## src/rtl/rtc_alarm_pkg.sv

```systemverilog
package rtc_alarm_pkg;

  // Register port address width (word offsets)
  localparam int RTC_ADDR_W = 3;

  // Word offsets decoded by the register bank
  localparam logic [RTC_ADDR_W-1:0] RTC_OFS_TARGET = 3'd0;
  localparam logic [RTC_ADDR_W-1:0] RTC_OFS_CTRL   = 3'd1;
  localparam logic [RTC_ADDR_W-1:0] RTC_OFS_COUNT  = 3'd2;
  localparam logic [RTC_ADDR_W-1:0] RTC_OFS_STATUS = 3'd3;
  localparam logic [RTC_ADDR_W-1:0] RTC_OFS_ACK    = 3'd4;

  // Control word: bit 2 mask, bit 1 periodic, bit 0 run
  localparam int RTC_CTRL_W = 3;

  typedef struct packed {
    logic mask;
    logic periodic;
    logic run;
  } rtc_ctrl_t;

endpackage

```

## src/rtl/rtc_reg_bank.sv

```systemverilog
module rtc_reg_bank
  import rtc_alarm_pkg::*;
#(
  parameter int DATA_W = 32
) (
  input  logic                  clk,
  input  logic                  rst_n,
  input  logic                  bus_sel,
  input  logic                  bus_wr,
  input  logic [RTC_ADDR_W-1:0] bus_addr,
  input  logic [DATA_W-1:0]     bus_wdata,
  input  logic [DATA_W-1:0]     count_lo,
  input  logic                  pending,
  output logic [DATA_W-1:0]     target_q,
  output rtc_ctrl_t             ctrl_q,
  output logic                  ack_rd,
  output logic [DATA_W-1:0]     bus_rdata
);

  localparam int CTRL_PAD_W = DATA_W - RTC_CTRL_W;
  localparam int STAT_PAD_W = DATA_W - 1;

  logic wr_access;
  logic rd_access;

  assign wr_access = bus_sel & bus_wr;
  assign rd_access = bus_sel & ~bus_wr;

  // Acknowledge is a read side effect only
  assign ack_rd = rd_access && (bus_addr == RTC_OFS_ACK);

  always_ff @(posedge clk or negedge rst_n) begin
    if (!rst_n) begin
      target_q <= '0;
      ctrl_q   <= '0;
    end else if (wr_access) begin
      case (bus_addr)
        RTC_OFS_TARGET: target_q <= bus_wdata;
        RTC_OFS_CTRL:   ctrl_q   <= rtc_ctrl_t'(bus_wdata[RTC_CTRL_W-1:0]);
        default: ;
      endcase
    end
  end

  always_comb begin
    bus_rdata = '0;
    if (rd_access) begin
      case (bus_addr)
        RTC_OFS_TARGET: bus_rdata = target_q;
        RTC_OFS_CTRL:   bus_rdata = {{CTRL_PAD_W{1'b0}}, ctrl_q};
        RTC_OFS_COUNT:  bus_rdata = count_lo;
        RTC_OFS_STATUS: bus_rdata = {{STAT_PAD_W{1'b0}}, pending};
        default:        bus_rdata = '0;
      endcase
    end
  end

endmodule

```

## src/rtl/rtc_count_core.sv

```systemverilog
module rtc_count_core #(
  parameter int CNT_W  = 48,
  parameter int LOAD_W = 32
) (
  input  logic              clk,
  input  logic              rst_n,
  input  logic              tick_en,
  input  logic              run,
  input  logic              periodic,
  input  logic [LOAD_W-1:0] target,
  output logic [CNT_W-1:0]  count_q,
  output logic              adv,
  output logic              hit
);

  // Full-width compare against the zero-extended target
  function automatic logic at_target(logic [CNT_W-1:0] c, logic [LOAD_W-1:0] t);
    return c == CNT_W'(t);
  endfunction

  // Next count after an accepted pulse
  function automatic logic [CNT_W-1:0] next_count(logic [CNT_W-1:0] c, logic restart);
    return restart ? '0 : c + CNT_W'(1);
  endfunction

  assign adv = tick_en & run;
  assign hit = adv & at_target(count_q, target);

  always_ff @(posedge clk or negedge rst_n) begin
    if (!rst_n) begin
      count_q <= '0;
    end else if (adv) begin
      count_q <= next_count(count_q, hit & periodic);
    end
  end

endmodule

```

## src/rtl/rtc_irq_flag.sv

```systemverilog
module rtc_irq_flag (
  input  logic clk,
  input  logic rst_n,
  input  logic hit,
  input  logic ack_rd,
  input  logic mask,
  output logic pending_q,
  output logic irq
);

  // Set wins over clear when both occur on one edge
  function automatic logic next_pending(logic cur, logic set, logic clr);
    return set | (cur & ~clr);
  endfunction

  always_ff @(posedge clk or negedge rst_n) begin
    if (!rst_n) begin
      pending_q <= 1'b0;
    end else begin
      pending_q <= next_pending(pending_q, hit, ack_rd);
    end
  end

  assign irq = pending_q & ~mask;

endmodule

```

## src/rtl/rtc_alarm_timer.sv

```systemverilog
module rtc_alarm_timer
  import rtc_alarm_pkg::*;
#(
  parameter int CNT_W  = 48,
  parameter int DATA_W = 32
) (
  input  logic                  clk,
  input  logic                  rst_n,
  input  logic                  tick_en,
  input  logic                  bus_sel,
  input  logic                  bus_wr,
  input  logic [RTC_ADDR_W-1:0] bus_addr,
  input  logic [DATA_W-1:0]     bus_wdata,
  output logic [DATA_W-1:0]     bus_rdata,
  output logic                  irq
);

  logic [DATA_W-1:0] target_q;
  rtc_ctrl_t         ctrl_q;
  logic              ack_rd;
  logic [CNT_W-1:0]  count_q;
  logic              tick_adv;
  logic              alarm_hit;
  logic              pending_q;
  logic              mode_periodic;
  logic              irq_mask;

  assign mode_periodic = ctrl_q.periodic;
  assign irq_mask      = ctrl_q.mask;

  rtc_reg_bank #(.DATA_W(DATA_W)) u_regs (
    .clk       (clk),
    .rst_n     (rst_n),
    .bus_sel   (bus_sel),
    .bus_wr    (bus_wr),
    .bus_addr  (bus_addr),
    .bus_wdata (bus_wdata),
    .count_lo  (count_q[DATA_W-1:0]),
    .pending   (pending_q),
    .target_q  (target_q),
    .ctrl_q    (ctrl_q),
    .ack_rd    (ack_rd),
    .bus_rdata (bus_rdata)
  );

  rtc_count_core #(.CNT_W(CNT_W), .LOAD_W(DATA_W)) u_count (
    .clk      (clk),
    .rst_n    (rst_n),
    .tick_en  (tick_en),
    .run      (ctrl_q.run),
    .periodic (mode_periodic),
    .target   (target_q),
    .count_q  (count_q),
    .adv      (tick_adv),
    .hit      (alarm_hit)
  );

  rtc_irq_flag u_flag (
    .clk       (clk),
    .rst_n     (rst_n),
    .hit       (alarm_hit),
    .ack_rd    (ack_rd),
    .mask      (irq_mask),
    .pending_q (pending_q),
    .irq       (irq)
  );

endmodule

```

## config.mk

```make
export PLATFORM = sky130hd
export DESIGN_NAME = rtc_alarm_timer
export DESIGN_NICKNAME = d
export VERILOG_FILES = /design/src/rtl/rtc_alarm_pkg.sv /design/src/rtl/rtc_reg_bank.sv /design/src/rtl/rtc_count_core.sv /design/src/rtl/rtc_irq_flag.sv /design/src/rtl/rtc_alarm_timer.sv
export SDC_FILE = /design/constraint.sdc
export NUM_CORES = 1
export LEC_CHECK = 0
export BUFFER_PORTS_ARGS = -buffer_cell sky130_fd_sc_hd__buf_2
export CORE_ASPECT_RATIO = 0.6
export CORE_MARGIN = 2
export CORE_UTILIZATION = 35
export DETAILED_ROUTE_END_ITERATION = 8
export GPL_TIMING_DRIVEN = 0
export HOLD_SLACK_MARGIN = 0.03
export PLACE_DENSITY = 0.55
export REMOVE_ABC_BUFFERS = 1
export SLEW_MARGIN = 20
export SYNTH_ARGS = -nofsm -noshare
export SYNTH_HDL_FRONTEND = slang
export SYNTH_SLANG_ARGS = --single-unit
export TNS_END_PERCENT = 1
```

## constraint.sdc

```tcl
create_clock -name clk -period 4.5 [get_ports clk]
set_input_delay 0.225 -clock clk [delete_from_list [all_inputs] [get_ports clk]]
set_output_delay 0.225 -clock clk [all_outputs]
set_load 0.01 [all_outputs]
```

==> results.cfg <==
[synth]
ys_top_cells_by_area = dfrtp_1, mux2_2, xnor2_1, xor2_1, nor2_1
ys_ff_latch = 84
yosys_warnings = 0
postSynth.asyncResetShare_pct = 100.0
yosysTopAreaCell = dfrtp_1
synth_top_area_share_pct = 45.47
synth-main-ff-cell = dfrtp_1
ys_types = 39
syn_area_sq_mm = 0.004623
synth_edf_count = 0
ys_seq_area_share_pct = 45.47
synthCells = 460
avgSynthCellArea_sq_um = 10.05

[placed_design]
place_worst_setup_slack_ns = 1.737
portBuffers = 72
place_hpwl_mm = 8.668
globalplace.congestion = 0.8187

[route]
antenna_left = 0
viasPerCell = 5.199
wire_per_inst_um = 16.85
drc = 0
drtPass1Iterations = 5
drt_iter0_drc = 239
routed_wl_mm = 11.76
num_vias = 3629

[floorplan]
die_w_um = 152.4
coreArea_sq_mm = 0.01285
fp-row-count = 32
start_util_pct = 35.97
die-area_sq_mm = 0.01417
ios = 73
die_h_um = 93.03

[worst_setup_path]
endpoint_kind = flop
r2r-end = u_count.count_q[1]
worst-endpoint-required_ns = 4.68
cp_data_arrival_time_ns = 2.98
cp_max_fo = 33
regToRegStartpoint = u_count.count_q[34]
reg2reg_slack_ns = 1.70
critPathKind = flop to flop
cp_cell_sequence = or4_1, a211o_1, nor3_2, and4_2, o21ai_0
worstRegToRegCells = 5
critical-path-slowest-cell = and4_2
slowest_delay_ns = 0.74
start_kind = flop

[grt]
grt_start_max_net_pins = 44
track_usage_pct = 17.28
antenna_found_initial = 0
grt_pass1_wl_mm = 19.28
overflow = 0
grt_pass1_vias = 3576

[timing]
period_share_pct = 62.20
worst_pin_slew_ns = 0.7772
finalHoldViolCount = 0
grt_setup_unrepaired = no
finalCriticalPeriod_ns = 2.799
max_freq_mhz = 357.2
setup_slack_ns = 1.701
skew_ns = 0.006677
whs_ns = 0.1164
setup_violations = 0
slew_viol_final = 0
relSlewSlack_pct = 47.96

[clocking]
cts.path.max_buffers = 2
cts-htree-levels = 3
clk_pin_slew_ns = 0.06
cts_resized = 0
ctsHoldBuffers = 1
cts_made_buffers = 9
cts_setup_buffers = 0
root_buffer = clkbuf_16
insertion_delay_ns = 0.34
cts_tree = yes
clock_sinks = 84

[pwr]
power.density_mw_per_mm2 = 377.7
p_sw_uw = 534.4
internal_power_mw = 1.538
combPwrFrac_pct = 14.1
netSwitchingFraction_pct = 25.78
share_seq_of_total_power_pct = 46.1
leakage_nw = 2.449
clockPowerShare_pct = 39.8
ir_drop_v = 0.0001704

[cells_and_area]
area_growth_pct = 18.70
diodes = 0
layout_commonest_cell = dfrtp_1
final_cell_mix = dfrtp_1, nor2_1, buf_2
layout-drive-gt1-share_pct = 27.46
nNetsFinal = 564

[flow_run]
maxCapViolations = 0

[worst_hold_path]
min_to = u_regs.target_q[28]
hp-class = input pin to flop
min-delay-start = bus_wdata[28]
whs_path_depth = 2

[run_status]
outcome = completed
## cell usage after synthesis, types with 3 or more instances
cell	n
and4_1	5
nand3_1	17
a22oi_1	29
buf_12	3
nand2b_1	3
o21ai_0	8
clkbuf_1	13
xnor2_1	39
nor2_1	76
a21oi_1	4
and3_1	7
inv_1	7
nand4_1	24
buf_2	11
mux2_2	34
nor3_1	5
nand2_1	23
nor4_1	6
xor2_1	36
dfrtp_1	84
## critical path, delay by kind of cell, from the launching register on
| family | cells | cell delay (ns) |
|---|---|---|
| and+or+nand+nor | 3 | 1.65 |
| AOI/OAI and AO/OA | 2 | 0.55 |
| DFF | 1 | 0.44 |
## how the worst max path moves through the flow
stage	from	to	cells after the start
finish	u_count.count_q[34]	u_count.count_q[1]	5
global route	u_count.count_q[34]	u_count.count_q[0]	5
CTS	u_count.count_q[34]	u_count.count_q[1]	5
detailed placement	u_count.count_q[34]	u_count.count_q[1]	5
global placement	bus_addr[1]	u_regs.target_q[28]	4
floorplan	bus_addr[0]	u_regs.target_q[0]	3
## logic make-up (layout without fill, tap and decap cells)
group	count (synthesis)	in the layout	synth area share, %
adders and majority gates	1	1	0.2706
DFF	84	84	45.47
xor gates and xnor gates	75	75	14.21
muxes	36	36	8.715
and+or+nand+nor	183	183	20.19
AOI/OAI and AO/OA	43	43	6.414
buffers and inverters	38	106	4.736
## routing by layer
metal | up-vias | GRT usage [%] | wire length (um)
met1 | 1823 | 26.64 | 6328
met3 | 6 | 4.449 | 643
li1 | 1720 | - | -
met4 | 0 | 3.816 | 53
met5 | - | 0 | 0
met2 | 80 | 23.99 | 4739
## through the flow
step / area [sq um] / power (mW) / std cells / util (%) / TNS [ns]
detailed placement: 5140 / 1.260 / 681 / 39.99 / 0
global placement: 5004 / 1.243 / 671 / 38.93 / -30.15
global route: 5488 / 2.176 / 698 / 42.70 / 0
floorplan: 4431 / 1.136 / 429 / - / 0
finish: 5488 / 2.073 / 698 / 42.70 / 0
CTS: 5488 / 2.100 / 698 / 42.70 / 0
## registers in the layout, summed over array words and instances, names as in the netlist
| signal | cells |
|---|---|
| u_regs.target_q | 32 |
| u_flag.pending_q | 1 |
| u_count.count_q | 48 |
| u_regs.ctrl_q | 3 |
## area by class of cell
class                           count  area, sq um
Inverter                            7        26.28
Tap cell                          170        212.7
Clock inverter                      3        67.56
Fill cell                        1267         7365
Sequential cell                    84         2102
Clock buffer                       13        270.3
Multi-Input combinational cell    338         2330
Timing Repair Buffer               83        479.2
## power groups by stage
| stage | registers [mW] | clock network, mW | logic (mW) |
|---|---|---|---|
| 2_1_floorplan | 0.935 | 0 | 0.201 |
| 3_3_place_gp | 0.960 | 0 | 0.283 |
| 3_5_place_dp | 0.966 | 0 | 0.294 |
| 4_1_cts | 0.954 | 0.849 | 0.297 |
| 5_1_grt | 0.970 | 0.879 | 0.328 |
| 6_report | 0.955 | 0.825 | 0.293 |
No activity file was read; power rests on OpenSTA's default activity.
